`src/rtl/rst_seq_pkg.sv`:
```
package rst_seq_pkg;
  typedef enum logic [2:0] {
    ST_HOLD = 3'd0,
    ST_PWRT = 3'd1,
    ST_OST  = 3'd2,
    ST_PLL  = 3'd3,
    ST_DONE = 3'd4
  } seq_st_e;

  typedef enum logic [1:0] {
    OSC_EXT      = 2'b00,
    OSC_RC       = 2'b01,
    OSC_XTAL     = 2'b10,
    OSC_XTAL_PLL = 2'b11
  } osc_mode_e;

  localparam int unsigned N_STAGE = 3; // pwrt, ost, pll
endpackage

```
`src/rtl/seq_cnt.sv`:
```
module seq_cnt #(
  parameter int unsigned LIMIT = 4
) (
  input  logic clk_i,
  input  logic rst_ni,
  input  logic clr_i,
  input  logic inc_i,
  output logic last_o
);
  localparam int unsigned W = (LIMIT < 2) ? 1 : $clog2(LIMIT + 1);
  localparam logic [W-1:0] LAST = W'(LIMIT - 1);

  logic [W-1:0] cnt_q;

  always_ff @(posedge clk_i or negedge rst_ni) begin
    if (!rst_ni)     cnt_q <= '0;
    else if (clr_i)  cnt_q <= '0;
    else if (inc_i)  cnt_q <= cnt_q + 1'b1;
  end

  assign last_o = inc_i && (cnt_q == LAST);
endmodule

```
`src/rtl/seq_plan.sv`:
```
module seq_plan
  import rst_seq_pkg::*;
(
  input  logic [1:0] osc_mode_i,
  input  logic       pwrt_en_i,
  output seq_st_e    first_pwr_o,
  output seq_st_e    first_wake_o,
  output seq_st_e    after_pwrt_o,
  output seq_st_e    after_ost_o
);
  logic need_pwrt, need_ost, need_pll;

  always_comb begin
    need_pwrt = pwrt_en_i && (osc_mode_i != OSC_EXT);
    need_ost  = osc_mode_i[1];
    need_pll  = (osc_mode_i == OSC_XTAL_PLL);
  end

  always_comb begin
    after_ost_o  = need_pll ? ST_PLL : ST_DONE;
    after_pwrt_o = need_ost ? ST_OST : after_ost_o;
    first_wake_o = after_pwrt_o;
    first_pwr_o  = need_pwrt ? ST_PWRT : after_pwrt_o;
  end
endmodule

```
`src/rtl/rst_seq_top.sv`:
```
module rst_seq_top
  import rst_seq_pkg::*;
#(
  parameter int unsigned PWRT_TICKS = 72,
  parameter int unsigned OST_CYCLES = 1024,
  parameter int unsigned PLL_TICKS  = 2
) (
  input  logic       clk_i,
  input  logic       rst_ni,
  input  logic       por_i,
  input  logic       bor_i,
  input  logic       ext_rst_ni,
  input  logic       tick_i,
  input  logic [1:0] osc_mode_i,
  input  logic       pwrt_en_i,
  input  logic       wake_i,
  output logic       run_o
);
  seq_st_e st_q, st_d;
  seq_st_e first_pwr, first_wake, after_pwrt, after_ost;
  logic    pwr_evt;
  logic    run_q;
  logic [N_STAGE-1:0] stg_last;

  function automatic int unsigned stage_limit(int unsigned idx);
    case (idx)
      0:       return PWRT_TICKS;
      1:       return OST_CYCLES;
      default: return PLL_TICKS;
    endcase
  endfunction

  function automatic seq_st_e stage_id(int unsigned idx);
    case (idx)
      0:       return ST_PWRT;
      1:       return ST_OST;
      default: return ST_PLL;
    endcase
  endfunction

  assign pwr_evt = por_i | bor_i;

  seq_plan u_plan (
    .osc_mode_i   (osc_mode_i),
    .pwrt_en_i    (pwrt_en_i),
    .first_pwr_o  (first_pwr),
    .first_wake_o (first_wake),
    .after_pwrt_o (after_pwrt),
    .after_ost_o  (after_ost)
  );

  // OST counts core clocks; timer stages count timebase ticks
  for (genvar g = 0; g < N_STAGE; g++) begin : g_stage
    logic inc;
    assign inc = (g == 1) ? 1'b1 : tick_i;
    seq_cnt #(.LIMIT(stage_limit(g))) u_cnt (
      .clk_i  (clk_i),
      .rst_ni (rst_ni),
      .clr_i  (st_q != stage_id(g)),
      .inc_i  (inc),
      .last_o (stg_last[g])
    );
  end

  always_comb begin
    st_d = st_q;
    if (pwr_evt) begin
      st_d = ST_HOLD;
    end else begin
      unique case (st_q)
        ST_HOLD: st_d = first_pwr;
        ST_PWRT: if (stg_last[0]) st_d = after_pwrt;
        ST_OST:  if (stg_last[1]) st_d = after_ost;
        ST_PLL:  if (stg_last[2]) st_d = ST_DONE;
        ST_DONE: if (wake_i)      st_d = first_wake;
        default: st_d = ST_HOLD;
      endcase
    end
  end

  always_ff @(posedge clk_i or negedge rst_ni) begin
    if (!rst_ni) begin
      st_q  <= ST_HOLD;
      run_q <= 1'b0;
    end else begin
      st_q  <= st_d;
      run_q <= (st_d == ST_DONE) && ext_rst_ni;
    end
  end

  assign run_o = run_q;
endmodule

```
`config.mk`:
```
export PLATFORM = sky130hd
export DESIGN_NAME = rst_seq_top
export DESIGN_NICKNAME = d
export VERILOG_FILES = /design/src/rtl/rst_seq_pkg.sv /design/src/rtl/seq_cnt.sv /design/src/rtl/seq_plan.sv /design/src/rtl/rst_seq_top.sv
export SDC_FILE = /design/constraint.sdc
export NUM_CORES = 1
export LEC_CHECK = 0
export BUFFER_PORTS_ARGS = -buffer_cell sky130_fd_sc_hd__buf_2
export CORE_ASPECT_RATIO = 1.4
export CORE_MARGIN = 1.5
export CORE_UTILIZATION = 50
export CTS_CLUSTER_DIAMETER = 150
export DETAILED_ROUTE_END_ITERATION = 10
export HOLD_SLACK_MARGIN = 0.06
export PLACE_DENSITY = 0.67
export SLEW_MARGIN = 20
export SYNTH_ARGS = -nofsm -noshare
export SYNTH_HDL_FRONTEND = slang
export SYNTH_HIERARCHICAL = 1
export SYNTH_SLANG_ARGS = --single-unit
```
`constraint.sdc`:
```
create_clock -name clk_i -period 2.8 [get_ports clk_i]
set_clock_uncertainty 0.1 [all_clocks]
set_input_delay 0.14 -clock clk_i [delete_from_list [all_inputs] [get_ports clk_i]]
set_output_delay 0.14 -clock clk_i [all_outputs]
set_load 0.02 [all_outputs]
```
Word level (Yosys, flattened, before mapping)
Index checks and enable logic that the tools add are counted.
{ "op_classes": {"n_addsub": 3, "bitwise": 1, "eq_ne": 12, "reduce_logical": 8, "mux": 14, "magnitude_cmp": 0, "shifts": 0, "mul": 0, "n_div": 0} }
{ "op_table": {"columns": ["op", "n"], "rows": [
  ["$mux W3", 8],
  ["$pmux W3 S5", 1],
  ["$mux W7", 2],
  ["$add A11 B1 Y11 const B", 1],
  ["$eq A11 B10 Y1 const B", 1],
  ["$mux W11", 1],
  ["$add A7 B1 Y7 const B", 1],
  ["$eq A7 B7 Y1 const B", 1],
  ["$eq A3 B2 Y1 const B", 2],
  ["$eq A3 B3 Y1 const B", 2],
  ["$ne A3 B2 Y1 const B", 2],
  ["$reduce_bool A2 Y1", 3],
  ["$logic_and A1 B1 Y1", 4],
  ["$mux W2", 2],
  ["$eq A3 B1 Y1 const B", 1],
  ["$logic_not A3 Y1", 1],
  ["$ne A3 B1 Y1 const B", 1],
  ["$add A2 B1 Y2 const B", 1],
  ["$eq A2 B1 Y1 const B", 1],
  ["$eq A2 B2 Y1 const B", 1],
  ["$or A1 B1 Y1", 1]
]} }
{ "totals": {"elab_cells": 43, "in_bits": 10, "ram_bits": 0, "latch_bits": 0, "out_inout_bits": 1, "n_memories": 0, "rom_bits": 0, "reg_bits": 24} }

Depth between registers and ports, before layout
Gate-level depths: netlist (run 1).
{ "logic_depth": {"ltp_word": 8, "depth_mapped": 7, "depth_no_buf": 7} }

Modules after synthesis
The synthesis (run 1) kept the hierarchy.
{ "by_module_without_submodules": {"columns": ["module", "cells_per_inst", "seq_area_each_um2", "area_per_inst_um2", "instances"], "rows": [
  ["seq_cnt (g_stage[1].u_cnt)", 56, 275.3, 564.3, 1],
  ["rst_seq_top", 44, 100.1, 371.6, 1],
  ["seq_cnt (g_stage[0].u_cnt)", 33, 175.2, 349.1, 1],
  ["seq_cnt (g_stage[2].u_cnt)", 9, 50.0, 97.6, 1],
  ["seq_plan", 14, 0.0, 88.8, 1]
]} }

Worst setup path after synthesis (run 1)
Ideal clock, no wire load.
{ "synth_timing": {"path_type": "reg2reg", "start": "register g_stage[0].u_cnt.cnt_q[0]", "end": "register run_q (netlist: run_o)", "path_stages_with_launch": 7, "required_ps": 2619, "period_less_slack_ps": 1980, "t_arrival_ps": 1799, "setup_time_ps": 81, "n_path_buf": 0, "slack_ps": 820, "cell_sequence": "dfrtp_1 > ha_1 > nand3_1 > nor4_1 > a221oi_2 > or4_4 > nor3_2"} }
{ "synth_between": {"elab_chain_cells": 7} }
{ "synth_rtl": {"columns": ["element", "line", "text"], "rows": [
  ["start: declaration", "seq_cnt.sv:13", "logic [W-1:0] cnt_q;"],
  ["start signal: assignment", "seq_cnt.sv:18", "else if (inc_i) cnt_q <= cnt_q + 1'b1;"],
  ["$eq A7 B7 Y1", "seq_cnt.sv:21", "assign last_o = inc_i && (cnt_q == LAST);"],
  ["$logic_and A1 B1 Y1", "seq_cnt.sv:21", null],
  ["named net stg_last[0]", "rst_seq_top.sv:23", "logic [N_STAGE-1:0] stg_last;"],
  ["$mux W3", "rst_seq_top.sv:72", "ST_PWRT: if (stg_last[0]) st_d = after_pwrt;"],
  ["$pmux W3 S5", "rst_seq_top.sv:70", "unique case (st_q)"],
  ["$mux W3", "rst_seq_top.sv:67", "if (pwr_evt) begin"],
  ["$eq A3 B3 Y1", "rst_seq_top.sv:87", "run_q <= (st_d == ST_DONE) && ext_rst_ni;"],
  ["$logic_and A1 B1 Y1", "rst_seq_top.sv:87", null],
  ["end signal: assignment", "rst_seq_top.sv:87", null],
  ["end: declaration", "rst_seq_top.sv:22", "logic run_q;"]
]} }
The timed path passes the listed nets, and every way through them passes these cells.
A chain may end at the register's enable or synchronous reset.

Final worst setup path (run 1)
{ "layout_timing": {"start": "register g_stage[0].u_cnt.cnt_q[0]", "end": "register st_q[1]"} }
{ "layout_between": {"elab_chain_cells": 5} }
{ "layout_rtl": {"columns": ["element", "line", "text"], "rows": [
  ["$eq A7 B7 Y1", "seq_cnt.sv:21", null],
  ["$logic_and A1 B1 Y1", "seq_cnt.sv:21", null],
  ["named net stg_last[0]", "rst_seq_top.sv:23", null],
  ["$mux W3", "rst_seq_top.sv:72", null],
  ["$pmux W3 S5", "rst_seq_top.sv:70", null],
  ["$mux W3", "rst_seq_top.sv:67", null],
  ["named net st_d[1]", "rst_seq_top.sv:19", "seq_st_e st_q, st_d;"],
  ["end signal: assignment", "rst_seq_top.sv:86", "st_q <= st_d;"],
  ["end: declaration", "rst_seq_top.sv:19", null]
]} }
The timed path passes the listed nets, and every way through them passes these cells.

==> results.md, run 1 <==
* HP Class: primary input to register
* Status: finished, final reports clean
* Mapped Cells at 156
* Post-synth ARST share at 100%
* Share of layout cells above drive strength 1 at 18.5%
* Via/cell ratio at 5.53
* Grt ovf at 0
* Clock-pin slew on the worst setup and hold paths at 0.08 ns
* Post-CTS Setup Bufs at 0
* Syn. warnings at 6
* Setup Viol. Count Final at 0
* Top FF cell, synth: dfrtp_1
* CTS root buf: clkbuf_8
* Number of max-cap violations at 0
* RSZ-0062 raised after global routing: false
* Routed WL at 2660 um
* I/O Pins at 11
* DR pass1 iterations at 4
* Vias in the first global route at 1196
* Post-CTS Resized at 0
* Peak Freq at 445 MHz
* R2R depth at 7
* Startpoint Class: register
* Largest stage delay on the critical path at 0.54 ns
* Antenna-violating nets left at 0
* DRC viols at 0
* GRT Total Usage at 19.9%
* Leakage at 0.632 nW
* Ant diodes at 0
* Max_slew headroom at 60.0%
* Via count at 1100
* Worst slack, placed at 0.588 ns
* Global-route wire length before repair at 5140 um
* I/O Buffers at 10
* Worst-path fanout max at 3
* Initial antenna violation count at 0
* Max-slew violation count at 0
* Critical-path cell list: ha_1, nand3_1, nor4_1, nand2_1, mux2_2, o211ai_1, and2b_2
* Drt wl/cell at 13.4 um
* PD cells at 413 nW/um2
* Sequential share of the synthesized area at 40.8%
* Post-synth top area share at 40.8%
* Core Box Area at 2820 um2
* Largest net degree at the start of global routing at 25
* Mapped cell area at 1470 um2
* Clk Latency, worst-skew pair at 0.26 ns
* CTS sink cnt at 24
* Initial core utilization at 52.2%
* Design Power at 0.649 mW
* Library cells used by synthesis at 46
* Cells on Worst Hold Path at 4
* Hold Violations, Final at 0
* Placed Cells at 192
* Minimum clock period at 2.25 ns
* Cell Rows at 23
* CP required at 2.91 ns
* CTS H-Tree Depth at 1
* Worst Tran Pin Value at 0.595 ns
* Yosys reg bits at 24
* Most common cell in the netlist: dfrtp_1
* Finished Layout Cells at 199
* Die W at 48.8 um
* Setup crit end kind: register
* Syn_area_per_cell at 9.43 um2
* Synth top area cells: dfrtp_1 41%, nor2_1 5.4%, buf_4 4.1%
* Final Cycle Share at 80.2%
* Clock Path Buffers at 2
* Post-synth EDFFs at 0
* Largest area contributor in the netlist: dfrtp_1
* CTS tree: yes
* Initial detailed-routing violation count at 19
* Maximum VDD drop at 0.276 mV
* CTS Buf Count at 3
* Final worst slack at 0.554 ns
* Syn-to-layout area delta at 6.89%
* Height of the die at 67.2 um
* Hpwl dp at 1970 um
* Synth top cells by count: 24 x dfrtp_1, 21 x nor2_1, 10 x nand2_1
* Final Wtd Congestion at 0.789
* Worst path arrival time at 2.35 ns
* Setup TNS at 0 ns
* Critical path's slowest cell: nor4_1
* Setup CP Type: register to register
* Final net count at 176
* Die Footprint at 3280 um2
==> flip-flops by register name, summed over array words and instances, names as in the netlist <==
register	count
g_stage.u_cnt/cnt_q	20
st_q	3
run_o	1
==> final cells by class <==
type | count | area, um2
Multi-Input combinational cell | 115 | 768
Timing Repair Buffer | 13 | 80.1
Tap cell | 37 | 46.3
Inverter | 6 | 22.5
Clock buffer | 4 | 55.1
Sequential cell | 24 | 601
Fill cell | 289 | 1250
==> per-stage QoR <==
step,instance area [um2],hold slack (ns),utilization (%)
detailed placement,1490,0.0526,52.8
floorplan,1480,-0.256,-
CTS,1570,0.0835,55.8
finish,1570,0.0894,55.8
global route,1570,0.102,55.8
global placement,1490,0.0544,52.8
==> logic make-up (layout without fill, tap and decap cells) <==
family / Yosys count / after routing / share of synthesized area [%]
mux: 4 / 4 / 2.89
xor+xnor: 9 / 9 / 5.36
buf+inv: 18 / 23 / 7.23
simple gates: 69 / 69 / 27.2
fa+ha+maj: 3 / 3 / 2.55
flops: 24 / 24 / 40.8
other cells: 2 / 3 / 0.510
compound gates: 27 / 27 / 13.4
==> per-layer routing <==
| layer | track usage (%) | vias to the layer above | share of wire (%) |
|---|---|---|---|
| met3 | 2.65 | 4 | 1.7 |
| li1 | - | 555 | - |
| met4 | 8.21 | 0 | 1.4 |
| met2 | 36.8 | 8 | 54 |
| met5 | 0 | - | 0 |
| met1 | 23.4 | 533 | 43 |
==> critical path, delay by kind of cell (launching register included) <==
kind            cells  cell delay, ns
compound gates      1            0.22
fa+ha+maj           1            0.22
flops               1            0.43
mux                 1            0.28
simple gates        4            0.94
==> layout by cell type, fill, tap and decap left out, types with 4 or more instances in the layout <==
cell type  count
clkbuf_8       4
inv_1          6
a21oi_1        9
xor2_1         5
or3_1          4
nor2_1        21
xnor2_1        4
dfrtp_1       24
nand4_1        5
nand2_1       10
buf_2         10
==> worst paths after layout <==
check	from	end	slack [ns]
setup / recovery	g_stage[0].u_cnt/cnt_q[0]	st_q[1]	0.55
setup reg to reg	g_stage[0].u_cnt/cnt_q[0]	st_q[1]	0.55
hold reg to reg	g_stage[1].u_cnt/cnt_q[10]	g_stage[1].u_cnt/cnt_q[10]	0.46
max in group asynchronous	rst_ni	g_stage[1].u_cnt/cnt_q[1]	1.95
min in group asynchronous	rst_ni	g_stage[1].u_cnt/cnt_q[5]	0.29
hold / removal	ext_rst_ni	run_o	0.09
==> power by group <==
| part | switching, mW | internal [mW] | total [mW] | leakage [nW] |
|---|---|---|---|---|
| logic | 0.0349 | 0.0256 | 0.0605 | 0.269 |
| registers | 0.00776 | 0.349 | 0.357 | 0.334 |
| clock network | 0.106 | 0.125 | 0.232 | 0.0288 |
| total | 0.149 | 0.500 | 0.649 | 0.632 |
==> repair_timing <==
item | 4_1_cts | 5_1_grt
endpoints found under the setup margin | 0 | 0
hold buffers | 3 | 0
hold endpoints to repair | 26 | 0
No activity file was read; power rests on OpenSTA's default activity.
==> run 2: changes to the inputs <==
--- a/config.mk
+++ b/config.mk
@@ -5,6 +5,7 @@
 export SDC_FILE = /design/constraint.sdc
 export NUM_CORES = 1
 export LEC_CHECK = 0
+export ABC_AREA = 1
 export BUFFER_PORTS_ARGS = -buffer_cell sky130_fd_sc_hd__buf_2
 export CORE_ASPECT_RATIO = 1.4
 export CORE_MARGIN = 1.5
==> constraint.sdc (replaced) <==
create_clock -name clk_i -period 2.2 [get_ports clk_i]
set_clock_uncertainty 0.1 [all_clocks]
set_input_delay 0.11 -clock clk_i [delete_from_list [all_inputs] [get_ports clk_i]]
set_output_delay 0.11 -clock clk_i [all_outputs]
set_load 0.02 [all_outputs]
==> run 2 against run 1 <==
Effect of this change: fmax is 13% higher; register-to-register slack worse by 0.35 ns; final area is 11% higher; non-clock buffer count is 2 higher; hold slack worse by 0.0043 ns; die area is 8.8% higher; wire length is 12% higher; sequential share of layout area is 3.7 points lower; synthesized cell count is 48% higher; via count is 26% higher; synthesized area is 9.3% higher; utilization is 0.46 points higher; critical path type unchanged; largest power group unchanged.
==> results.md, run 2 <==
* Status: finished, final reports clean (unchanged)
* Hpwl dp at 2250 um (was 1970 um)
* Finished Layout Cells at 281 (was 199)
* Initial detailed-routing violation count at 35 (was 19)
* Sequential Power Share at 54.8% (was 55.0%)
* Via/cell ratio at 4.92 (was 5.53)
* Yosys reg bits at 24 (unchanged)
* Maximum VDD drop at 0.284 mV (was 0.276 mV)
* Largest register FFs at 20 (unchanged)
* Die W at 50.9 um (was 48.8 um)
* Net Sw Frac at 23.1% (was 22.9%)
* Final Wtd Congestion at 0.887 (was 0.789)
* Top FF cell, synth: dfrtp_1 (unchanged)
* Ant diodes at 0 (unchanged)
* Max-slew violation count at 0 (unchanged)
* I/O Buffers at 10 (unchanged)
* CTS sink cnt at 24 (unchanged)
* Final net count at 256 (was 176)
* Clock-pin slew on the worst setup and hold paths at 0.08 ns (about the same)
* Worst-path fanout max at 4 (was 3)
* Final instance area at 1740 um2 (was 1570 um2)
* R2R depth at 12 (was 7)
* CTS root buf: clkbuf_8 (unchanged)
* Most frequent cells in the layout: 60 x nand2_1, 32 x inv_1, 29 x nor2_1 (was 24 x dfrtp_1, 21 x nor2_1, 10 x nand2_1, 10 x buf_2, 9 x a21oi_1)
* Via count at 1383 (was 1100)
* Syn-to-layout area delta at 8.17% (was 6.89%)
* Leakage at 0.857 nW (was 0.632 nW)
* Share of layout cells above drive strength 1 at 15.3% (was 18.5%)
* Syn. warnings at 6 (unchanged)
* R2R setup slack at 0.21 ns (was 0.55 ns)
* Mapped cell area at 1610 um2 (was 1470 um2)
* Placed Cells at 273 (was 192)
* Largest stage delay on the critical path at 0.40 ns (was 0.54 ns)
* Hold path startpoint: wake_i (was ext_rst_ni)
* I/O Pins at 11 (unchanged)
* Global-route wire length before repair at 5350 um (was 5140 um)
* Post-synth ARST share at 100% (unchanged)
* Antenna-violating nets left at 0 (unchanged)
* Height of the die at 70.1 um (was 67.2 um)
* CP required at 2.29 ns (was 2.91 ns)
* Critical path's slowest cell: dfrtp_1 (was nor4_1)
* Minimum clock period at 1.99 ns (was 2.25 ns)
* Largest area contributor in the netlist: dfrtp_1 (unchanged)
* Initial core utilization at 52.0% (was 52.2%)
* Core Util, Final at 56.2% (was 55.8%)
* Mapped Cells at 231 (was 156)
* CTS Buf Count at 3 (unchanged)
* Startpoint Class: register (unchanged)
* HP Class: primary input to register (unchanged)
* Crit path from: g_stage[0].u_cnt/cnt_q[1] (was g_stage[0].u_cnt/cnt_q[0])
* PD cells at 472 nW/um2 (was 413 nW/um2)
* Drt wl/cell at 10.6 um (was 13.4 um)
* Cell area after placement at 1640 um2 (was 1490 um2)
* Initial antenna violation count at 0 (unchanged)
* Worst hold slack at 0.0851 ns (was 0.0894 ns)
* Cell Rows at 24 (was 23)
* Setup TNS at 0 ns (unchanged)
* Worst path arrival time at 2.09 ns (was 2.35 ns)
* Post-synth top area share at 37.4% (was 40.8%)
* Grt ovf at 0 (unchanged)
* RR Endpoint: run_o (was st_q[1])
* DR pass1 iterations at 4 (unchanged)
* Vias in the first global route at 1353 (was 1196)
* Synth top cells by count: 60 x nand2_1, 32 x inv_1, 29 x nor2_1 (was 24 x dfrtp_1, 21 x nor2_1, 10 x nand2_1)
* Clk Latency, worst-skew pair at 0.26 ns (about the same)
* WHS Endpoint: st_q[1] (was run_o)
* Worst path most repeated cell: nand2_1
* CTS H-Tree Depth at 1 (unchanged)
* Die Footprint at 3570 um2 (was 3280 um2)
* Sequential share of the synthesized area at 37.4% (was 40.8%)
* Clock share of power at 35.7% (about the same)
* Library cells used by synthesis at 24 (was 46)
* Cells on Worst Hold Path at 3 (was 4)
* Worst Tran Pin Value at 0.552 ns (was 0.595 ns)
* Number of max-cap violations at 0 (unchanged)
* Most common cell in the netlist: nand2_1 (was dfrtp_1)
* CTS tree: yes (unchanged)
* Peak Freq at 502 MHz (was 445 MHz)
* Worst reg2reg path startpoint: g_stage[0].u_cnt/cnt_q[1] (was g_stage[0].u_cnt/cnt_q[0])
* Syn_area_per_cell at 6.96 um2 (was 9.43 um2)
* Synth top area cells: dfrtp_1 37%, nand2_1 14%, nand3_1 7.8% (was dfrtp_1 41%, nor2_1 5.4%, buf_4 4.1%)
* Setup Viol. Count Final at 0 (unchanged)
* Critical-path cell list: ha_1, nand2_1, nor4_1, buf_4, inv_1, nand2_1, nand2_1, nand2_1, nand2_1, nor3_2, nand3_1, nor2_1 (was ha_1, nand3_1, nor4_1, nand2_1, mux2_2, o211ai_1, and2b_2)
* GRT Total Usage at 18.9% (was 19.9%)
* Setup crit end kind: register (unchanged)
* Combinational Power Share at 9.6% (was 9.3%)
* Reg with most FFs: g_stage.u_cnt/cnt_q (unchanged)
* Largest net degree at the start of global routing at 25 (unchanged)
* Setup CP Type: register to register (unchanged)
* DRC viols at 0 (unchanged)
* Routed WL at 2970 um (was 2660 um)
* Clock Path Buffers at 2 (unchanged)
* Core Box Area at 3090 um2 (was 2820 um2)
* Post-synth EDFFs at 0 (unchanged)
* Int Pwr at 0.630 mW (was 0.500 mW)
* Psw at 0.190 mW (was 0.149 mW)
* Max_slew headroom at 63.2% (was 60.0%)
* Hold Violations, Final at 0 (unchanged)
* Most common cell after layout, fill and taps aside: nand2_1 (was dfrtp_1)
* RSZ-0062 raised after global routing: false (unchanged)
* Post-CTS Setup Bufs at 0 (unchanged)
* Final Cycle Share at 90.6% (was 80.2%)
==> run 2: worst max path at each step <==
stage	end	depth (start not counted)
4_1_cts	run_o	12
3_3_place_gp	run_o	12
3_5_place_dp	run_o	12
5_1_grt	run_o	12
2_1_floorplan	run_o	11
6_report	run_o	12
==> run 2: area by class of cell <==
cell class	count	area [um2]
fillers	314	1350
well taps	39	48.8
flip-flops and latches	24	601
inverters	35	131
repair buffers	15	97.6
multi-input cells	164	806
clock buffers	4	55.1
==> run 2: logic make-up after synthesis <==
family	synth area share, %
AOI/OAI and AO/OA	4.75
adders and majority gates	2.33
buffers and inverters	12.8
DFF	37.4
other	0.467
and+or+nand+nor	42.3
==> run 2: per-stage QoR <==
stage / setup slack [ns] / total power, mW
2_1_floorplan: 0.415 / 0.513
6_report: 0.207 / 0.820
5_1_grt: 0.00867 / 0.869
4_1_cts: 0.204 / 0.836
3_5_place_dp: 0.238 / 0.531
3_3_place_gp: 0.236 / 0.531
==> run 2: per-layer routing <==
| metal | routed length, um | vias to the layer above | GRT usage (%) | share of wire (%) |
|---|---|---|---|---|
| li1 | - | 735 | - | - |
| met1 | 1330 | 628 | 22.4 | 45 |
| met2 | 1550 | 16 | 33.8 | 52 |
| met3 | 55 | 4 | 2.35 | 1.8 |
| met4 | 44 | 0 | 7.21 | 1.5 |
| met5 | 0 | - | 0 | 0 |
==> run 2: timing repair <==
action | 4_1_cts | 5_1_grt
hold endpoints to repair | 28 | 0
resized for setup | 0 | 0
setup endpoints to repair | 0 | 0
hold buffers | 4 | 0
==> run 2: critical path: cells and delay by family (launching register included) <==
family	cells	cell delay, ns
buffers and inverters	2	0.23
and+or+nand+nor	9	0.97
DFF	1	0.40
adders and majority gates	1	0.23
==> run 2: power groups by stage <==
stage                     registers [mW]  clock network, mW  logic (mW)
after floorplan                    0.458                  0      0.0552
after detailed placement           0.458                  0      0.0731
final                              0.449              0.292      0.0785
after global placement             0.458                  0      0.0728
after global routing               0.450              0.328      0.0909
after CTS                          0.449              0.308      0.0786
